`src/rtl/dsadc_pkg.sv`:
```
package dsadc_pkg;

  // Width of the aligned converter word and of the signed result.
  localparam int WORD_W = 24;
  localparam int RES_W  = 32;

  typedef enum logic [2:0] {
    ST_BOOT,
    ST_IDLE,
    ST_PULSE,
    ST_WAIT,
    ST_READ,
    ST_FIN
  } ctrl_state_t;

  typedef enum logic [1:0] {
    PH_LEAD,
    PH_LOW,
    PH_HIGH
  } sclk_phase_t;

endpackage

```
`src/rtl/dsadc_decode.sv`:
```
module dsadc_decode #(
  parameter int WORD_W = 24,
  parameter int RES_W  = 32
) (
  input  logic [WORD_W-1:0] word,
  output logic [RES_W-1:0]  value,
  output logic              both_flags
);

  localparam int MAG_W = WORD_W - 2;
  localparam int EXT_W = RES_W - MAG_W;

  logic flag_under;
  logic flag_over;
  logic sign_bit;

  always_comb begin
    flag_under = word[WORD_W-1];
    flag_over  = word[WORD_W-2];
    sign_bit   = word[WORD_W-3];
    both_flags = flag_under & flag_over;
    if (flag_over) begin
      // above full scale: drop the flag, keep the magnitude positive
      value = {{EXT_W{1'b0}}, word[MAG_W-1:0]};
    end else if (flag_under | sign_bit) begin
      value = {{EXT_W{1'b1}}, word[MAG_W-1:0]};
    end else begin
      value = {{EXT_W{1'b0}}, word[MAG_W-1:0]};
    end
  end

endmodule

```
`src/rtl/dsadc_spi_rx.sv`:
```
module dsadc_spi_rx
  import dsadc_pkg::*;
#(
  parameter int HALF_CYC = 4,
  parameter int WORD_W   = 24
) (
  input  logic              clk,
  input  logic              rst_n,
  input  logic              start,
  input  logic              idle_hi,
  input  logic              miso,
  output logic              sclk,
  output logic              done,
  output logic [WORD_W-1:0] word
);

  localparam int HC_W = $clog2(HALF_CYC + 1);
  localparam int BC_W = $clog2(WORD_W + 1);
  localparam logic [HC_W-1:0] HC_LAST = HC_W'(HALF_CYC - 1);

  logic              active_q, active_d;
  sclk_phase_t       phase_q, phase_d;
  logic [HC_W-1:0]   hc_q, hc_d;
  logic [BC_W-1:0]   bc_q, bc_d;
  logic [WORD_W-1:0] sh_q, sh_d;
  logic              sh_en;
  logic              sclk_q, sclk_d;
  logic              done_q, done_d;
  logic [BC_W-1:0]   last_bit;

  // idle-low framing carries one leading data-ready bit
  assign last_bit = idle_hi ? BC_W'(WORD_W - 1) : BC_W'(WORD_W);

  always_comb begin
    active_d = active_q;
    phase_d  = phase_q;
    hc_d     = hc_q;
    bc_d     = bc_q;
    sclk_d   = sclk_q;
    done_d   = 1'b0;
    sh_en    = 1'b0;
    sh_d     = {sh_q[WORD_W-2:0], miso};
    if (start) begin
      active_d = 1'b1;
      phase_d  = PH_LEAD;
      hc_d     = '0;
      bc_d     = '0;
      sclk_d   = idle_hi;
    end else if (active_q) begin
      if (hc_q == HC_LAST) begin
        hc_d = '0;
        case (phase_q)
          PH_LEAD: begin
            phase_d = PH_LOW;
            sclk_d  = 1'b0;
          end
          PH_LOW: begin
            phase_d = PH_HIGH;
            sclk_d  = 1'b1;
            sh_en   = 1'b1;
          end
          PH_HIGH: begin
            if (bc_q == last_bit) begin
              active_d = 1'b0;
              done_d   = 1'b1;
              sclk_d   = idle_hi;
            end else begin
              bc_d    = bc_q + 1'b1;
              phase_d = PH_LOW;
              sclk_d  = 1'b0;
            end
          end
          default: begin
            phase_d = PH_LEAD;
          end
        endcase
      end else begin
        hc_d = hc_q + 1'b1;
      end
    end else begin
      sclk_d = idle_hi;
    end
  end

  always_ff @(posedge clk or negedge rst_n) begin
    if (!rst_n) begin
      active_q <= 1'b0;
      phase_q  <= PH_LEAD;
      hc_q     <= '0;
      bc_q     <= '0;
      sclk_q   <= 1'b0;
      done_q   <= 1'b0;
      sh_q     <= '0;
    end else begin
      active_q <= active_d;
      phase_q  <= phase_d;
      hc_q     <= hc_d;
      bc_q     <= bc_d;
      sclk_q   <= sclk_d;
      done_q   <= done_d;
      if (sh_en) begin
        sh_q <= sh_d;
      end
    end
  end

  assign sclk = sclk_q;
  assign done = done_q;
  assign word = sh_q;

  AST_SPI_DONE_SINGLE: assert property (@(posedge clk) disable iff (!rst_n)
    done_q |=> !done_q);
  AST_SPI_START_QUIET: assert property (@(posedge clk) disable iff (!rst_n)
    start |-> !active_q);
  AST_SPI_BIT_RANGE: assert property (@(posedge clk) disable iff (!rst_n)
    active_q |-> bc_q <= BC_W'(WORD_W));

endmodule

```
`src/rtl/dsadc_ctrl.sv`:
```
module dsadc_ctrl
  import dsadc_pkg::*;
#(
  parameter int START_CYC = 2000,
  parameter int WAIT_CYC  = 20751563,
  parameter int WAKE_CONV = 2
) (
  input  logic clk,
  input  logic rst_n,
  input  logic req,
  input  logic idle_hi_in,
  input  logic spi_done,
  output logic spi_start,
  output logic cpol,
  output logic cs_n,
  output logic busy,
  output logic waking,
  output logic report
);

  localparam int CNT_MAX = (START_CYC > WAIT_CYC) ? START_CYC : WAIT_CYC;
  localparam int CNT_W   = $clog2(CNT_MAX + 1);
  localparam int WK_W    = $clog2(WAKE_CONV + 1);
  localparam logic [CNT_W-1:0] PULSE_LAST = CNT_W'(START_CYC - 1);
  localparam logic [CNT_W-1:0] WAIT_LAST  = CNT_W'(WAIT_CYC - 1);
  localparam logic [WK_W-1:0]  WK_INIT    = WK_W'(WAKE_CONV);

  ctrl_state_t      state_q, state_d;
  logic [CNT_W-1:0] cnt_q, cnt_d;
  logic             cnt_en;
  logic [WK_W-1:0]  wake_q, wake_d;
  logic             cpol_q, cpol_d;
  logic             cs_n_q, cs_n_d;

  always_comb begin
    state_d   = state_q;
    cnt_d     = cnt_q + 1'b1;
    cnt_en    = 1'b0;
    wake_d    = wake_q;
    cpol_d    = cpol_q;
    spi_start = 1'b0;
    case (state_q)
      ST_BOOT: begin
        cnt_en = 1'b1;
        cnt_d  = '0;
        cpol_d = idle_hi_in;
        state_d = (wake_q != '0) ? ST_PULSE : ST_IDLE;
      end
      ST_IDLE: begin
        if (req) begin
          state_d = ST_PULSE;
          cnt_en  = 1'b1;
          cnt_d   = '0;
          cpol_d  = idle_hi_in;
        end
      end
      ST_PULSE: begin
        cnt_en = 1'b1;
        if (cnt_q == PULSE_LAST) begin
          state_d = ST_WAIT;
          cnt_d   = '0;
        end
      end
      ST_WAIT: begin
        cnt_en = 1'b1;
        if (cnt_q == WAIT_LAST) begin
          state_d   = ST_READ;
          cnt_d     = '0;
          spi_start = 1'b1;
        end
      end
      ST_READ: begin
        if (spi_done) begin
          state_d = ST_FIN;
        end
      end
      ST_FIN: begin
        if (wake_q == '0) begin
          state_d = ST_IDLE;
        end else if (wake_q == WK_W'(1)) begin
          wake_d  = '0;
          state_d = ST_IDLE;
        end else begin
          // next wake conversion follows with no idle gap
          wake_d  = wake_q - 1'b1;
          state_d = ST_PULSE;
          cnt_en  = 1'b1;
          cnt_d   = '0;
          cpol_d  = idle_hi_in;
        end
      end
      default: begin
        state_d = ST_IDLE;
      end
    endcase
    cs_n_d = !((state_d == ST_PULSE) || (state_d == ST_READ));
  end

  always_ff @(posedge clk or negedge rst_n) begin
    if (!rst_n) begin
      state_q <= ST_BOOT;
      cnt_q   <= '0;
      wake_q  <= WK_INIT;
      cpol_q  <= 1'b0;
      cs_n_q  <= 1'b1;
    end else begin
      state_q <= state_d;
      if (cnt_en) begin
        cnt_q <= cnt_d;
      end
      wake_q  <= wake_d;
      cpol_q  <= cpol_d;
      cs_n_q  <= cs_n_d;
    end
  end

  assign cpol   = cpol_q;
  assign cs_n   = cs_n_q;
  assign busy   = (state_q != ST_IDLE);
  assign waking = (wake_q != '0);
  assign report = (state_q == ST_FIN) && (wake_q == '0);

  AST_PULSE_CNT_RANGE: assert property (@(posedge clk) disable iff (!rst_n)
    (state_q == ST_PULSE) |-> (cnt_q <= PULSE_LAST));
  AST_WAIT_CNT_RANGE: assert property (@(posedge clk) disable iff (!rst_n)
    (state_q == ST_WAIT) |-> (cnt_q <= WAIT_LAST));
  AST_CS_ONLY_BUSY: assert property (@(posedge clk) disable iff (!rst_n)
    !cs_n_q |-> busy);
  AST_DONE_IN_READ: assert property (@(posedge clk) disable iff (!rst_n)
    spi_done |-> (state_q == ST_READ));
  AST_WAKE_ONCE: assert property (@(posedge clk) disable iff (!rst_n)
    !waking |=> !waking);

endmodule

```
`src/rtl/dsadc_reader.sv`:
```
module dsadc_reader
  import dsadc_pkg::*;
#(
  parameter int START_CYC      = 2000,
  parameter int WAIT_CYC       = 20751563,
  parameter int SCLK_HALF_CYC  = 4,
  parameter int WAKE_CONV      = 2,
  parameter int RST_STAGES     = 2
) (
  input  logic             clk,
  input  logic             rst_n,
  input  logic             conv_req,
  input  logic             sclk_idle_hi,
  output logic             busy,
  output logic [RES_W-1:0] result,
  output logic             result_valid,
  output logic             result_err,
  output logic             adc_cs_n,
  output logic             adc_sclk,
  input  logic             adc_miso
);

  logic [RST_STAGES-1:0] rst_pipe_q;
  logic                  rst_sync_n;

  always_ff @(posedge clk or negedge rst_n) begin
    if (!rst_n) begin
      rst_pipe_q <= '0;
    end else begin
      rst_pipe_q <= {rst_pipe_q[RST_STAGES-2:0], 1'b1};
    end
  end
  assign rst_sync_n = rst_pipe_q[RST_STAGES-1];

  logic              spi_start;
  logic              spi_done;
  logic              cpol;
  logic              waking;
  logic              report;
  logic [WORD_W-1:0] raw_word;
  logic [RES_W-1:0]  dec_value;
  logic              dec_err;

  dsadc_ctrl #(
    .START_CYC (START_CYC),
    .WAIT_CYC  (WAIT_CYC),
    .WAKE_CONV (WAKE_CONV)
  ) i_ctrl (
    .clk        (clk),
    .rst_n      (rst_sync_n),
    .req        (conv_req),
    .idle_hi_in (sclk_idle_hi),
    .spi_done   (spi_done),
    .spi_start  (spi_start),
    .cpol       (cpol),
    .cs_n       (adc_cs_n),
    .busy       (busy),
    .waking     (waking),
    .report     (report)
  );

  dsadc_spi_rx #(
    .HALF_CYC (SCLK_HALF_CYC),
    .WORD_W   (WORD_W)
  ) i_spi_rx (
    .clk     (clk),
    .rst_n   (rst_sync_n),
    .start   (spi_start),
    .idle_hi (cpol),
    .miso    (adc_miso),
    .sclk    (adc_sclk),
    .done    (spi_done),
    .word    (raw_word)
  );

  dsadc_decode #(
    .WORD_W (WORD_W),
    .RES_W  (RES_W)
  ) i_decode (
    .word       (raw_word),
    .value      (dec_value),
    .both_flags (dec_err)
  );

  logic [RES_W-1:0] result_q;
  logic             res_en;
  logic             valid_q, valid_d;
  logic             err_q, err_d;

  always_comb begin
    res_en  = report && !dec_err;
    valid_d = report && !dec_err;
    err_d   = report && dec_err;
  end

  always_ff @(posedge clk or negedge rst_sync_n) begin
    if (!rst_sync_n) begin
      result_q <= '0;
      valid_q  <= 1'b0;
      err_q    <= 1'b0;
    end else begin
      if (res_en) begin
        result_q <= dec_value;
      end
      valid_q <= valid_d;
      err_q   <= err_d;
    end
  end

  assign result       = result_q;
  assign result_valid = valid_q;
  assign result_err   = err_q;

  AST_STROBE_EXCL: assert property (@(posedge clk) disable iff (!rst_sync_n)
    !(valid_q && err_q));
  AST_VALID_SINGLE: assert property (@(posedge clk) disable iff (!rst_sync_n)
    valid_q |=> !valid_q);
  AST_ERR_SINGLE: assert property (@(posedge clk) disable iff (!rst_sync_n)
    err_q |=> !err_q);
  AST_STROBE_NOT_BUSY: assert property (@(posedge clk) disable iff (!rst_sync_n)
    (valid_q || err_q) |-> !busy);
  AST_WAKE_SILENT: assert property (@(posedge clk) disable iff (!rst_sync_n)
    waking |-> (!valid_q && !err_q));
  AST_SCLK_IDLE: assert property (@(posedge clk) disable iff (!rst_sync_n)
    adc_cs_n |-> (adc_sclk == cpol));
  AST_RESULT_HOLD_ON_ERR: assert property (@(posedge clk) disable iff (!rst_sync_n)
    err_q |-> $stable(result_q));

endmodule

```
`config.mk`:
```
export PLATFORM = sky130hd
export DESIGN_NAME = dsadc_reader
export DESIGN_NICKNAME = d
export VERILOG_FILES = /design/src/rtl/dsadc_pkg.sv /design/src/rtl/dsadc_decode.sv /design/src/rtl/dsadc_spi_rx.sv /design/src/rtl/dsadc_ctrl.sv /design/src/rtl/dsadc_reader.sv
export SDC_FILE = /design/constraint.sdc
export NUM_CORES = 1
export LEC_CHECK = 0
export BUFFER_PORTS_ARGS = -buffer_cell sky130_fd_sc_hd__buf_2
export CORE_UTILIZATION = 59
export DETAILED_ROUTE_END_ITERATION = 10
export GPL_ROUTABILITY_DRIVEN = 0
export PLACE_DENSITY_LB_ADDON = 0.08
export SLEW_MARGIN = 0
export SYNTH_ARGS = -nofsm -noshare
export SYNTH_HDL_FRONTEND = slang
export SYNTH_SLANG_ARGS = --single-unit
```
`constraint.sdc`:
```
create_clock -name clk -period 3.4 [get_ports clk]
set_input_delay 0.34 -clock clk [delete_from_list [all_inputs] [get_ports clk]]
set_output_delay 0.34 -clock clk [all_outputs]
set_load 0.1 [all_outputs]
```
# ---- Yosys cells after proc, flatten, opt, wreduce, memory -nomap -nowiden
# Cells that the tools add are included.
dict set report word_totals {
  reg_bits 105
  latchBits 0
  mem_bits_rw 0
  romBits 0
  in_bits 5
  out_inout_bits 37
  elab_cells 125
  memories 0
}
dict set report op_classes {
  n_addsub 4
  n_mul 0
  div_mod_pow 0
  magnitude_cmp 0
  n_eq_ne 22
  shifts 0
  mux 60
  n_bitwise 3
  n_reduce_logical 20
}
# operator count
set ops {}
lappend ops {{$mux 25} 5}
lappend ops {{$pmux 25 s5} 1}
lappend ops {{$mux 32} 2}
lappend ops {{$mux 1} 26}
lappend ops {{$add 25x1->25 const B} 1}
lappend ops {{$eq 25x11->1 const B} 1}
lappend ops {{$eq 25x25->1 const B} 1}
lappend ops {{$mux 5} 5}
lappend ops {{$mux 3} 8}
lappend ops {{$pmux 3 s6} 1}
lappend ops {{$mux 2} 7}
lappend ops {{$eq 3x2->1 const B} 4}
lappend ops {{$eq 3x3->1 const B} 3}
lappend ops {{$pmux 1 s3} 3}
lappend ops {{$ne 2x2->1 const B} 4}
lappend ops {{$reduce_and 4->1} 2}
lappend ops {{$reduce_bool 2->1} 4}
lappend ops {{$ne 3x3->1 const B} 2}
lappend ops {{$pmux 2 s3} 1}
lappend ops {{$add 5x1->5 const B} 1}
lappend ops {{$eq 5x5->1} 1}
lappend ops {{$ne 5x5->1 const B} 1}
lappend ops {{$eq 2x1->1 const B} 2}
lappend ops {{$logic_not 2->1} 2}
lappend ops {{other kinds (17)} 21}

# ---- Depth between registers and ports, before layout
dict set report depth {
  depth_word 7
  ltp_mapped 8
  ltp_nobuf 7
}

# ---- Modules after synthesis
# A second synthesis with hierarchy kept.
dict set report unflattened {
  cells_unflattened 434
  area_unflattened_um2 5222.5
}
# module instances cells_per_inst area_per_inst_um2 seq_area_each_um2
set by_module_without_submodules {}
lappend by_module_without_submodules {dsadc_ctrl 1 195 1835.5 803.3}
lappend by_module_without_submodules {dsadc_spi_rx 1 131 1670.4 925.9}
lappend by_module_without_submodules {dsadc_reader 1 75 1466.4 900.9}
lappend by_module_without_submodules {dsadc_decode 1 33 250.2 0.0}

# ---- Worst setup path after synthesis
# OpenSTA, ideal clock, no wires.
dict set report synth_timing {
  path_kind {register to register}
  startpoint {register i_ctrl.wake_q[1]}
  endpoint {register i_ctrl.cnt_q[23]}
  setup_ps 119
  arrival_ps 1941
  required_time_ps 3281
  slack_ps 1340
  path_stages_with_launch 9
  n_path_buf 1
  period_less_slack_ps 2060
  path_cell_list {dfstp_2 > inv_1 > ha_1 > or3b_4 > o22a_4 > buf_6 > nor3b_2 > xnor2_1 > nor2_2}
}
dict set report synth_between {
  elab_chain_len 4
  elab_cells_between_ends 8
  classes_between {eq/ne (1); mux (6); reduce/logical (1)}
}
# element line
set synth_rtl {}
lappend synth_rtl {{from (decl)} dsadc_ctrl.sv:31} ;# logic [WK_W-1:0] wake_q, wake_d;
lappend synth_rtl {{from (signal assigned)} dsadc_ctrl.sv:111} ;# wake_q <= wake_d;
lappend synth_rtl {{$eq 2x1->1} dsadc_ctrl.sv:80} ;# end else if (wake_q == WK_W'(1)) begin
lappend synth_rtl {{$mux 25 or $mux 1 (tied branches)} dsadc_ctrl.sv:80}
lappend synth_rtl {{$mux 25 or $mux 1 (tied branches)} dsadc_ctrl.sv:78} ;# if (wake_q == '0) begin
lappend synth_rtl {{$pmux 25 s5 or $pmux 1 s3 (tied branches)} dsadc_ctrl.sv:42} ;# case (state_q)
lappend synth_rtl {{to (signal assigned)} dsadc_ctrl.sv:109} ;# cnt_q <= cnt_d;
lappend synth_rtl {{to (decl)} dsadc_ctrl.sv:29} ;# logic [CNT_W-1:0] cnt_q, cnt_d;
# Several ways; a longest one is shown, not always the timed one.
# A chain may end at the register's enable or synchronous reset.

# ---- Final worst setup path
dict set report layout_timing {
  startpoint {register i_ctrl.wake_q[1]}
  endpoint {register i_ctrl.cnt_q[22]}
}
# Same word-level chain as after synthesis.

==> metrics.yaml <==
stdcell_area_um2: 4980
grt_setup_unrepaired: "no"
drv_slew: 0
overflow: 0
detailed_place_hpwl_um: 5500
worst_setup_path_startpoint: "i_ctrl.wake_q[1]"
cts_inserted_buffers: 9
die_w_um: 90.4
area_used_by_multi_input_combinational_logic_um2: 1990
critical_path_peak_fanout: 23
netlist_instances: 441
die_h_um: 90.4
hp-class: "in -> reg"
cts.repair.resized: 0
drive_above_1_share_pct: 23.4
final-seq-area_um2: 2410
timing.critical_path.slowest_stage_cell: "sky130_fd_sc_hd__a21oi_4"
syn_area_um2: 4610
clock_sinks: 96
antenna_cells_inserted: 0
fin_worst_skew_ns: 0.00749
syn_area_per_cell_um2: 10.5
r2r-start: "i_ctrl.wake_q[1]"
r2r_cells: 6
largest_net_degree_at_the_start_of_global_routing: 73
power_density_nw_per_um2: 374
ys.warnings.count: 0
crit_path_end: "i_ctrl.cnt_q[22]"
postSynth.asyncResetShare_pct: 100
status: "completed"
pin_count: 42
cp_data_required_time_ns: 3.62
first_global_vias: 3188
critical_path.max_stage_delay_ns: 0.57
worstSetupPathType: "reg -> reg"
pre_repair_dr_iteration_count: 4
routed_wire_length_per_instance_um: 14.3
hold_ws_ns: 0.211
placement_rows: 31
n_fill_cell: 578
synth.top_cells.by_area: "sky130_fd_sc_hd__dfrtp_1, sky130_fd_sc_hd__nand2_1, sky130_fd_sc_hd__mux2_2"
track_usage_pct: 22.3
cts-htree-levels: 3
yosys_register_bits: 96
port_buffers: 41
yosys_most_used_dff: "sky130_fd_sc_hd__dfrtp_1"
ys_top_cells_by_count: "sky130_fd_sc_hd__dfrtp_1, sky130_fd_sc_hd__nand2_1, sky130_fd_sc_hd__nor2_1"
floorplan.die_area_um2: 8180
first_iter_violations: 106
design.final.nets: 484
worst_slew_pin_tran_ns: 0.879
initial_utilization_pct: 62.3
route.antenna.remaining_nets: 0
vias_per_instance: 5.42
finalWorstPathRequiredPeriod_ns: 2.38
tritoncts: "built"
cts.reportedPaths.clkPinSlew_ns: 0.09
synth_top_area_share_pct: 51.0
setup-tns-final_ns: 0
crit_path_end_kind: "flop"
timing.max_slew.rel_slack_pct: 41.4
power.ir.vdd_worst_v: 0.000337
drc: 0
critical_path.startpoint_type: "flop"
finalSetupViolations: 0
area_growth_syn_to_layout_pct: 7.89
hold_violations: 0
core_area_um2: 7410
grt_antenna_before_repair: 0
timing.max_cap.violations: 0
critPathArrivalTime_ns: 2.60
maximum_clock_frequency_mhz: 420
vias: 3109
total_power_mw: 1.86
cts_root_buffer: "sky130_fd_sc_hd__clkbuf_8"
worstSkewPairLatency_ns: 0.36
power_leakage_nw: 2.40
final_min_period_over_clock_period_pct: 70.0
grt_first_pass_wirelength_um: 14600
hold_buffers: 1
critical_path.cell_chain: "inv_1, ha_1, or3b_4, o22a_4, a21oi_4, nor2_1"
endpoint_of_the_most_critical_register_to_register_path: "i_ctrl.cnt_q[22]"
synth_seq_area_share_pct: 52.1
syn-num-nets: 455
reg2reg_setup_slack_ns: 1.02
finalWirelength_um: 8200
synthDominantAreaCellType: "sky130_fd_sc_hd__dfrtp_1"
postPlaceCellArea_um2: 4790
yosys.cell_types.count: 55
postCtsSetupBuffers: 0
cts_buffer_depth: 2
synth-edff-count: 0
cells by family (layout without fill, tap and decap cells):
kind of cell    Yosys count  in the layout  synth area share (%)
simple gates            209            209                  23.1
other cells               1              1                0.0813
buf+inv                  37             71                  4.77
compound gates           34             34                  5.51
fa+ha+maj                 9              9                  2.44
flops                    96             96                  52.1
mux                      29             29                  7.00
xor+xnor                 26             26                  4.94
layer usage:
layer  GRT usage, %  part of all wire, %  vias to the layer above
met3           3.11                  2.8                       10
li1               -                    -                     1539
met5              0                    0                        -
met2           35.6                   46                       46
met4           9.54                  1.3                        0
met1           30.7                   50                     1514
placed cells by master (no fill, tap or decap), types with 5 or more instances in the layout:
| cell type | instances |
|---|---|
| sky130_fd_sc_hd__nand2_1 | 94 |
| sky130_fd_sc_hd__dfrtp_1 | 93 |
| sky130_fd_sc_hd__buf_2 | 41 |
| sky130_fd_sc_hd__nor2_1 | 38 |
| sky130_fd_sc_hd__mux2_2 | 26 |
| sky130_fd_sc_hd__xnor2_1 | 17 |
| sky130_fd_sc_hd__nand3_1 | 13 |
| sky130_fd_sc_hd__nand4_1 | 11 |
| sky130_fd_sc_hd__inv_1 | 9 |
| sky130_fd_sc_hd__xor2_1 | 9 |
| sky130_fd_sc_hd__ha_1 | 9 |
| sky130_fd_sc_hd__clkbuf_8 | 9 |
| sky130_fd_sc_hd__nor3_1 | 7 |
| sky130_fd_sc_hd__and3_1 | 6 |
| sky130_fd_sc_hd__o21ai_0 | 6 |
| sky130_fd_sc_hd__a21oi_1 | 5 |
| sky130_fd_sc_hd__nor3_2 | 5 |
how the worst min path moves through the flow:
stage               endpoint  slack [ns]         start  cells after the start
2_1_floorplan  rst_pipe_q[0]        0.04         rst_n                      0
3_3_place_gp   rst_pipe_q[0]        0.12         rst_n                      1
3_5_place_dp   rst_pipe_q[0]        0.13         rst_n                      1
4_1_cts          i_ctrl.cpol        0.20  sclk_idle_hi                      2
5_1_grt          i_ctrl.cpol        0.20  sclk_idle_hi                      2
6_report         i_ctrl.cpol        0.21  sclk_idle_hi                      2
worst max-delay path, delay by kind of cell, from the launching register on:
| family | cells | cell delay (ns) |
|---|---|---|
| AO/OA/AOI/OAI | 2 | 0.92 |
| adder cells (fa/ha/maj) | 1 | 0.19 |
| buffers and inverters | 1 | 0.05 |
| flip-flops | 1 | 0.54 |
| AND/OR/NAND/NOR | 2 | 0.53 |
stage by stage:
step | utilization (%) | worst slack [ns] | cells
final | 67.2 | 1.02 | 574
after global routing | 67.2 | 0.895 | 574
after CTS | 67.2 | 0.988 | 574
after detailed placement | 64.7 | 0.990 | 557
after global placement | 64.7 | 1.07 | 557
after floorplan | - | 0.531 | 441
report_power, final:
part	internal [mW]	switching, mW	total (mW)
logic	0.00468	0.00745	0.0121
clock network	0.275	0.414	0.689
registers	1.14	0.0158	1.16
state kept, by name, indices dropped and copies added (netlist names), 2 cells and up:
signal and flops:
i_ctrl.cnt_q 25, i_ctrl.wake_q 2, i_spi_rx.hc_q 3, i_spi_rx.word 24, rst_pipe_q 2, i_spi_rx.phase_q 2
i_ctrl.state_q 3, result 23, i_spi_rx.bc_q 5
area by class of cell:
| cell class | count | share of cell area, % |
|---|---|---|
| Clock buffer | 10 | 2.56 |
| Multi-Input combinational cell | 308 | 39.9 |
| Sequential cell | 96 | 48.4 |
| Inverter | 9 | 0.679 |
| Timing Repair Buffer | 46 | 4.93 |
| Tap cell | 99 | 2.49 |
| Clock inverter | 6 | 1.01 |
Note: power is estimated with default switching activity, not from simulation.
